<file path="config.mk">
export PLATFORM = sky130hd
export DESIGN_NAME = cfg_upset_scorer
export DESIGN_NICKNAME = d
export VERILOG_FILES = /design/src/rtl/fsa_pkg.sv /design/src/rtl/fsa_vec_ctr.sv /design/src/rtl/fsa_bit_walker.sv /design/src/rtl/fsa_match.sv /design/src/rtl/cfg_upset_scorer.sv
export SDC_FILE = /design/constraint.sdc
export NUM_CORES = 1
export LEC_CHECK = 0
export BUFFER_PORTS_ARGS = -buffer_cell sky130_fd_sc_hd__buf_2
export CAP_MARGIN = 20
export CORE_MARGIN = 2
export CORE_UTILIZATION = 45
export CTS_CLUSTER_DIAMETER = 30
export DETAILED_ROUTE_END_ITERATION = 10
export MAX_ROUTING_LAYER = met4
export PLACE_DENSITY = 0.89
export SYNTH_ARGS = -nofsm -noshare
export SYNTH_HDL_FRONTEND = slang
export SYNTH_SLANG_ARGS = --single-unit
</file>
<file path="constraint.sdc">
create_clock -name clk -period 3.9 [get_ports clk]
set_input_delay 0.585 -clock clk [delete_from_list [all_inputs] [get_ports clk]]
set_output_delay 0.585 -clock clk [all_outputs]
set_load 0.01 [all_outputs]
</file>
<file path="src/rtl/fsa_pkg.sv">
package fsa_pkg;
   typedef enum logic [1:0] {
      PH_IDLE = 2'd0,
      PH_BASE = 2'd1,
      PH_FLIP = 2'd2,
      PH_DONE = 2'd3
   } fsa_phase_e;
endpackage

</file>
<file path="src/rtl/fsa_vec_ctr.sv">
module fsa_vec_ctr #(
   parameter int IN_W = 3
) (
   input  logic            clk,
   input  logic            rst_n,
   input  logic            clr,
   input  logic            adv,
   output logic [IN_W-1:0] vec,
   output logic            last
);
   logic [IN_W-1:0] vec_q;

   always_ff @(posedge clk) begin
      if (!rst_n)      vec_q <= '0;
      else if (clr)    vec_q <= '0;
      else if (adv)    vec_q <= vec_q + IN_W'(1);
   end

   assign vec  = vec_q;
   assign last = &vec_q;
endmodule

</file>
<file path="src/rtl/fsa_bit_walker.sv">
module fsa_bit_walker #(
   parameter int CFG_W = 74,
   parameter int BIT_W = 7
) (
   input  logic             clk,
   input  logic             rst_n,
   input  logic             clr,
   input  logic             step,
   input  logic             inject,
   input  logic [CFG_W-1:0] cfg_in,
   output logic [CFG_W-1:0] cfg_out,
   output logic             last
);
   logic [BIT_W-1:0] idx_q;

   always_ff @(posedge clk) begin
      if (!rst_n)      idx_q <= '0;
      else if (clr)    idx_q <= '0;
      else if (step)   idx_q <= idx_q + BIT_W'(1);
   end

   for (genvar k = 0; k < CFG_W; k++) begin : g_flip
      assign cfg_out[k] = cfg_in[k] ^ (inject && (idx_q == BIT_W'(k)));
   end

   assign last = (idx_q == BIT_W'(CFG_W - 1));


   idx_range_chk: assert property (@(posedge clk) disable iff (!rst_n)
      idx_q < BIT_W'(CFG_W));
endmodule

</file>
<file path="src/rtl/fsa_match.sv">
module fsa_match #(
   parameter int IN_W  = 3,
   parameter int OUT_W = 2,
   parameter int HIT_W = 2
) (
   input  logic [IN_W-1:0]               vec,
   input  logic [(OUT_W << IN_W)-1:0]    golden,
   input  logic [OUT_W-1:0]              resp,
   output logic [HIT_W-1:0]              hits,
   output logic                          any_miss
);
   logic [OUT_W-1:0] want;
   logic [OUT_W-1:0] eq;

   assign want = golden[vec*OUT_W +: OUT_W];

   for (genvar j = 0; j < OUT_W; j++) begin : g_eq
      assign eq[j] = ~(resp[j] ^ want[j]);
   end

   assign hits     = HIT_W'($countones(eq));
   assign any_miss = ~&eq;
endmodule

</file>
<file path="src/rtl/cfg_upset_scorer.sv">
module cfg_upset_scorer
   import fsa_pkg::*;
#(
   parameter int CFG_W      = 74,
   parameter int IN_W       = 3,
   parameter int OUT_W      = 2,
   parameter int WEIGHT     = 100,
   parameter bit EARLY_STOP = 1'b1,
   localparam int VEC_N     = 1 << IN_W,
   localparam int GOLD_W    = VEC_N * OUT_W,
   localparam int SCORE_W   = $clog2(GOLD_W + 1),
   localparam int SENS_W    = $clog2(CFG_W + 1),
   localparam int FIT_W     = $clog2(GOLD_W * WEIGHT + CFG_W + 1)
) (
   input  logic               clk,
   input  logic               rst_n,
   input  logic               start,
   input  logic [CFG_W-1:0]   cfg_word,
   input  logic [GOLD_W-1:0]  golden,
   output logic [CFG_W-1:0]   dut_cfg,
   output logic [IN_W-1:0]    dut_in,
   input  logic [OUT_W-1:0]   dut_out,
   output logic               busy,
   output logic               done,
   output logic [SCORE_W-1:0] score,
   output logic [SENS_W-1:0]  sens_cnt,
   output logic [FIT_W-1:0]   fitness
);
   localparam int BIT_W = (CFG_W > 2) ? $clog2(CFG_W) : 1;
   localparam int HIT_W = $clog2(OUT_W + 1);

   if (IN_W < 1 || OUT_W < 1 || CFG_W < 2 || WEIGHT < 1) begin : g_bad_cfg
      $error("cfg_upset_scorer: parameter out of range");
   end

   fsa_phase_e         phase_q;
   logic [SCORE_W-1:0] score_q;
   logic [SENS_W-1:0]  sens_q;
   logic               hit_q;
   logic               start_ok, vec_last, bit_last, bit_end, stop_now, any_miss;
   logic [HIT_W-1:0]   hits;

   assign busy     = (phase_q == PH_BASE) || (phase_q == PH_FLIP);
   assign done     = (phase_q == PH_DONE);
   assign start_ok = start && !busy;

   if (EARLY_STOP) begin : g_early
      assign stop_now = any_miss;
   end else begin : g_full
      assign stop_now = 1'b0;
   end

   assign bit_end = (phase_q == PH_FLIP) && (vec_last || stop_now);

   fsa_vec_ctr #(.IN_W(IN_W)) u_vec (
      .clk   (clk),
      .rst_n (rst_n),
      .clr   (start_ok || bit_end),
      .adv   (busy),
      .vec   (dut_in),
      .last  (vec_last)
   );

   fsa_bit_walker #(.CFG_W(CFG_W), .BIT_W(BIT_W)) u_walk (
      .clk     (clk),
      .rst_n   (rst_n),
      .clr     (start_ok),
      .step    (bit_end && !bit_last),
      .inject  (phase_q == PH_FLIP),
      .cfg_in  (cfg_word),
      .cfg_out (dut_cfg),
      .last    (bit_last)
   );

   fsa_match #(.IN_W(IN_W), .OUT_W(OUT_W), .HIT_W(HIT_W)) u_match (
      .vec      (dut_in),
      .golden   (golden),
      .resp     (dut_out),
      .hits     (hits),
      .any_miss (any_miss)
   );

   always_ff @(posedge clk) begin
      if (!rst_n) begin
         phase_q <= PH_IDLE;
         score_q <= '0;
         sens_q  <= '0;
         hit_q   <= 1'b0;
      end else begin
         case (phase_q)
            PH_BASE: begin
               score_q <= score_q + SCORE_W'(hits);
               if (vec_last) phase_q <= PH_FLIP;
            end
            PH_FLIP: begin
               if (bit_end) begin
                  hit_q <= 1'b0;
                  if (any_miss || hit_q) sens_q <= sens_q + SENS_W'(1);
                  if (bit_last) phase_q <= PH_DONE;
               end else if (any_miss) begin
                  hit_q <= 1'b1;
               end
            end
            default: begin
               if (start) begin
                  phase_q <= PH_BASE;
                  score_q <= '0;
                  sens_q  <= '0;
                  hit_q   <= 1'b0;
               end
            end
         endcase
      end
   end

   assign score    = score_q;
   assign sens_cnt = sens_q;
   assign fitness  = FIT_W'(score_q) * FIT_W'(WEIGHT) + FIT_W'(CFG_W) - FIT_W'(sens_q);


   score_bound_chk: assert property (@(posedge clk) disable iff (!rst_n)
      score_q <= SCORE_W'(GOLD_W));

   sens_bound_chk: assert property (@(posedge clk) disable iff (!rst_n)
      sens_q <= SENS_W'(CFG_W));

   sens_step_chk: assert property (@(posedge clk) disable iff (!rst_n)
      busy |=> (sens_q == $past(sens_q)) || (sens_q == $past(sens_q) + SENS_W'(1)));

   flip_single_chk: assert property (@(posedge clk) disable iff (!rst_n)
      (phase_q == PH_FLIP) |-> ($countones(dut_cfg ^ cfg_word) == 1));

   base_clean_chk: assert property (@(posedge clk) disable iff (!rst_n)
      (phase_q != PH_FLIP) |-> (dut_cfg == cfg_word));

   done_hold_chk: assert property (@(posedge clk) disable iff (!rst_n)
      (done && !start) |=> (done && $stable(score_q) && $stable(sens_q)));

   input_hold_chk: assert property (@(posedge clk) disable iff (!rst_n)
      busy |=> ($stable(cfg_word) && $stable(golden)));
endmodule

</file>
After elaboration in Yosys (flattened, before gate mapping)
Index checks and enable logic that the tools add are counted.
{ "classes": {"n_lt_le_gt_ge": 0, "eq_ne": 81, "n_shift": 1, "n_reduce_logical": 96, "mux": 15, "bitwise_logic": 81, "div": 0, "n_addsub": 7, "n_mul": 1} }
{ "op_table": {"columns": ["operator", "count"], "rows": [
  ["$eq 7x6->1 const B", 32],
  ["$eq 7x5->1 const B", 16],
  ["$logic_and 1x1->1", 77],
  ["$xor 1x1->1", 76],
  ["$eq 7x7->1 const B", 10],
  ["$eq 7x4->1 const B", 8],
  ["$eq 7x3->1 const B", 4],
  ["$mux 7", 3],
  ["$shiftx 16x5->2", 1],
  ["$add 7x1->7 const B", 2],
  ["$eq 7x2->1 const B", 2],
  ["$pmux 7 s2", 1],
  ["$add 11x7->11 const B", 1],
  ["$sub 11x7->11", 1],
  ["$pmux 5 s2", 1],
  ["$mul 5x5->9 const B", 1],
  ["$mux 2", 4],
  ["$ne 2x2->1 const B", 4],
  ["$reduce_and 4->1", 2],
  ["$eq 7x1->1 const B", 1],
  ["$logic_not 7->1", 1],
  ["$reduce_and 3->1", 2],
  ["$add 5x2->5", 1],
  ["$mux 5", 1],
  ["other kinds (15)", 30]
]} }
{ "word_totals": {"ff_bits": 25, "mem_bits_rw": 0, "memories": 0, "in_bits": 95, "latch_bits": 0, "rom_bits": 0, "elab_cells": 288} }

Depth between registers and ports, before layout
{ "depth": {"depth_word": 9, "depth_mapped": 13, "ltp_nobuf": 13} }

Modules after synthesis
A second synthesis with hierarchy kept.
{ "hier_totals": {"hier_cells": 435, "area_unflattened_um2": 3427.0} }
{ "modules_own_cells": {"columns": ["mod", "cells_per_inst", "area_each_um2", "seq_area_each_um2", "instances"], "rows": [
  ["cfg_upset_scorer", 183, 1561.5, 300.3, 1],
  ["fsa_bit_walker", 223, 1540.2, 140.1, 1],
  ["fsa_match", 17, 193.9, 0.0, 1],
  ["fsa_vec_ctr", 12, 131.4, 60.1, 1]
]} }

Worst setup path before layout
No wires, ideal clock.
{ "synth_path": {"path_kind": "register to output", "from": "register score_q[1], in the netlist score[1]", "to": "output port fitness[10]", "path_stages_with_launch": 11, "slack_ns": 0.357, "t_arrival_ns": 2.958, "cell_sequence": "dfxtp_1 ha_1 ha_1 ha_1 fa_1 inv_1 ha_1 o41ai_1 nor3_1 a31oi_1 xnor2_1"} }
{ "synth_between": {"elab_chain_len": 3} }
{ "synth_lines": {"columns": ["element", "line", "source"], "rows": [
  ["start, declared", "cfg_upset_scorer.sv:37", "logic [SCORE_W-1:0] score_q;"],
  ["start signal, assigned", "cfg_upset_scorer.sv:92", "score_q <= score_q + SCORE_W'(hits);"],
  ["$mul 5x5->9", "cfg_upset_scorer.sv:118", "assign fitness = FIT_W'(score_q) * FIT_W'(WEIGHT) + FIT_W'(CFG_W) - FIT_W'(sens_q);"],
  ["$add 11x7->11", "cfg_upset_scorer.sv:118", null],
  ["$sub 11x7->11", "cfg_upset_scorer.sv:118", null],
  ["end, declared", "cfg_upset_scorer.sv:27", "output logic [FIT_W-1:0] fitness"]
]} }
No other way between the ends.

Worst setup path in the final report
{ "layout_path": {"from": "register score_q[0], in the netlist score[0]", "to": "output port fitness[9]"} }
Same word-level chain as after synthesis.

==> run summary <==
Crit-path slowest cell = fa_1
gr ovfl total = 0
CTS clk-pin slew, worst paths = 80 ps
WS Path Type = reg2out
FF/Latch Area = 505 µm²
VDD IR max = 0.316 mV
share of flip-flops with an asynchronous set or reset = 0%
Clk Latency, worst-skew pair = 260 ps
gpl congestion = 0.825
sequential-to-total area share from yosys stat = 15.1%
startpoint types = flop
Final setup viols = 0
Peak Freq = 265 MHz
max-slew violation count = 0
Port Buffers = 196
FF-to-FF path depth = 9
FF-to-FF Start = u_vec.vec[1]$_SDFFE_PP0P_
vias in the first global route = 3239
Die Span X = 89.7 µm
syn_nets = 568
CP bufs+invs = 2
most frequent cells in the layout = 196 x buf_2, 94 x nor2_1, 79 x xor2_1
Crit Path Max Fanout = 5
first-pass GRT wire length = 14.3 mm
Clock Sink Count = 25
Sw Share = 45.0%
Synth Instances = 432
full die area = 0.00804 mm²
Internal Pwr Total = 772 µW
CTS tree = built
Hold Vio Cnt, Final = 0
Vias/cell = 4.94
relative slew slack = 52.7%
drt pass-1 iters = 4
layout cell share with drive strength beyond 1 = 35.1%
Routed Antenna Nets = 0
crit end category = output pin
initial DRC count = 134
Final Non-Filler Cells = 720
Root Buffer = clkbuf_8
WP depth = 11
# fillers = 633
static leakage = 2.30 nW
final setup TNS = 0 ps
multi-input logic area = 0.00271 mm²
Setup Slack @ Placement = 85.3 ps
Vias = 3556
outcome = completed
combinational share of power = 66.6%
Post-CTS Hold Buffers = 0
PnR Total Power = 1.40 mW
Final Skew = 3.18 ps
Final min period = 3770 ps
Worst Setup SP = score[0]$_SDFFE_PN0P_
mapped cell area = 0.00330 mm²
Post-synth EDFFs = 0
worst-case clock buffer depth = 2
Area Growth Syn to Fin = 35.3%
FF-to-FF End = score[1]$_SDFFE_PN0P_
# diodes = 0
Yosys warning count = 0
Most used DFF post-synth = dfxtp_1
PwrDens = 314 mW/mm²
final WL = 9.87 mm
crit path DAT = 3180 ps
crit path to = fitness[9]
Avg Inst Size Synth = 7.65 µm²
starting density of the core = 46.1%
max-cap viol count = 0
Total GRT Usage = 22.8%
Largest stage delay, worst path = 530 ps
part of the power in registers = 22.6%
# rows = 31
WL per Instance = 13.7 µm
Setup WS post-layout = 131 ps
DR DRC count = 0
# IOs = 197
HP Class = reg2reg
FF+latch count, synth = 25
most frequent CP cell = ha_4
sw power = 632 µW
TritonCTS Buffers = 3
worst-margin pin slew = 707 ps
Critical Path, Cell by Cell = ha_1 -> ha_4 -> ha_4 -> fa_1 -> inv_1 -> ha_4 -> a21o_1 -> a31o_2 -> mux2i_1 -> xnor2_1 -> buf_2
commonest non-fill, non-tap cell in the layout = buf_2
core area = 0.00718 mm²
Unique masters post-synth = 50
Post-DP HPWL = 8.16 mm
crit-path leading delay family = adder cells
initial antenna violation count = 0
clock network power share = 10.7%
fin nets = 758
chip height = 89.7 µm
htree depth = 1
placed insts = 715
R2R Setup Slk = 1200 ps
maximum number of pins on one net before global-route repair = 17
CP Data Required Time = 3310 ps
period utilization = 96.7%
==> synth_stat cells (all sizes together), types with 2 or more instances <==
library cell,number,area share (%)
nor4,2,0.57
nor3,4,0.61
and2,2,0.38
dfxtp,25,15
ha,38,14
xor2,79,21
nand2b,4,0.76
clkbuf,8,0.91
and3,3,0.57
mux4,2,1.6
nor2,95,11
a21oi,7,1.1
mux2i,7,2.5
o31a,3,0.83
nand3b,2,0.45
nand3,12,1.8
a31oi,4,0.76
a31o,2,0.53
o31ai,5,1.1
or3,4,0.76
o41ai,2,1.1
mux2,2,0.68
inv,27,3.1
xnor2,15,4.2
nand2,35,4.0
o21ai,13,2.0
fa,3,1.8
buf,4,0.95
a21o,3,0.68
o22ai,2,0.38
nor2b,7,1.3
==> sequential cells by signal, indices dropped and copies added, names as in the netlist <==
name / cells
hit_q: 1
phase_q: 2
score: 5
sens_cnt: 7
u_vec.vec: 3
u_walk.idx_q: 7
==> power groups by stage <==
stage                     Combinational [mW]  Sequential (mW)  Clock (mW)
after floorplan                        0.601            0.315           0
after global placement                 0.849            0.318           0
after detailed placement               0.880            0.322           0
after CTS                              0.902            0.317       0.155
after global routing                    1.03            0.324       0.169
final                                  0.935            0.318       0.151
==> layout make-up <==
class                   instances  share of cell area, %
multi-input cells             368                   60.5
repair buffers                197                   22.1
flip-flops and latches         25                   11.3
well taps                      99                   2.77
inverters                      27                   2.27
clock buffers                   4                   1.01
==> cell families after synthesis <==
| logic type | Yosys count | share of synthesized area [%] |
|---|---|---|
| buffers and inverters | 39 | 4.92 |
| muxes | 11 | 4.77 |
| AOI/OAI and AO/OA | 48 | 11.0 |
| DFF | 25 | 15.1 |
| adders and majority gates | 41 | 16.2 |
| and+or+nand+nor | 174 | 22.8 |
| xor gates and xnor gates | 94 | 25.1 |
==> repair_timing <==
item,4_1_cts,5_1_grt
setup buffers,0,1
setup endpoints to repair,2,2
pin swaps,0,5
gates resized for setup,5,6
==> worst reg2reg max path, cell delays in order (launching register included) <==
cell	delay, ps
dfxtp_1	540
nor2b_1	90
a2111oi_1	540
nor4_2	150
or2_2	340
fa_1	400
inv_1	80
ha_1	220
a32oi_1	170
nor2b_1	60
==> layer usage <==
layer	GRT usage, %	part of all wire (%)
met1	28.4	42
met2	40.2	52
met3	2.01	5.4
met4	4.61	0.92
met5	-	0
==> how the worst min path moves through the flow <==
| stage | depth (start not counted) | slack (ps) | start | endpoint |
|---|---|---|---|---|
| floorplan | 1 | 440 | hit_q$_SDFFE_PN0P_ | hit_q$_SDFFE_PN0P_ |
| global placement | 1 | 450 | hit_q$_SDFFE_PN0P_ | hit_q$_SDFFE_PN0P_ |
| detailed placement | 1 | 470 | hit_q$_SDFFE_PN0P_ | hit_q$_SDFFE_PN0P_ |
| CTS | 1 | 480 | hit_q$_SDFFE_PN0P_ | hit_q$_SDFFE_PN0P_ |
| global route | 1 | 500 | hit_q$_SDFFE_PN0P_ | hit_q$_SDFFE_PN0P_ |
| finish | 1 | 490 | hit_q$_SDFFE_PN0P_ | hit_q$_SDFFE_PN0P_ |
==> metrics by stage <==
stage          hold slack [ps]  util, %  area, µm²
2_1_floorplan              437        -       3300
3_3_place_gp               447     60.6       4350
3_5_place_dp               469     60.6       4350
4_1_cts                    484     61.6       4420
5_1_grt                    496     62.3       4470
6_report                   489     62.3       4470
No activity file was read; power rests on OpenSTA's default activity.
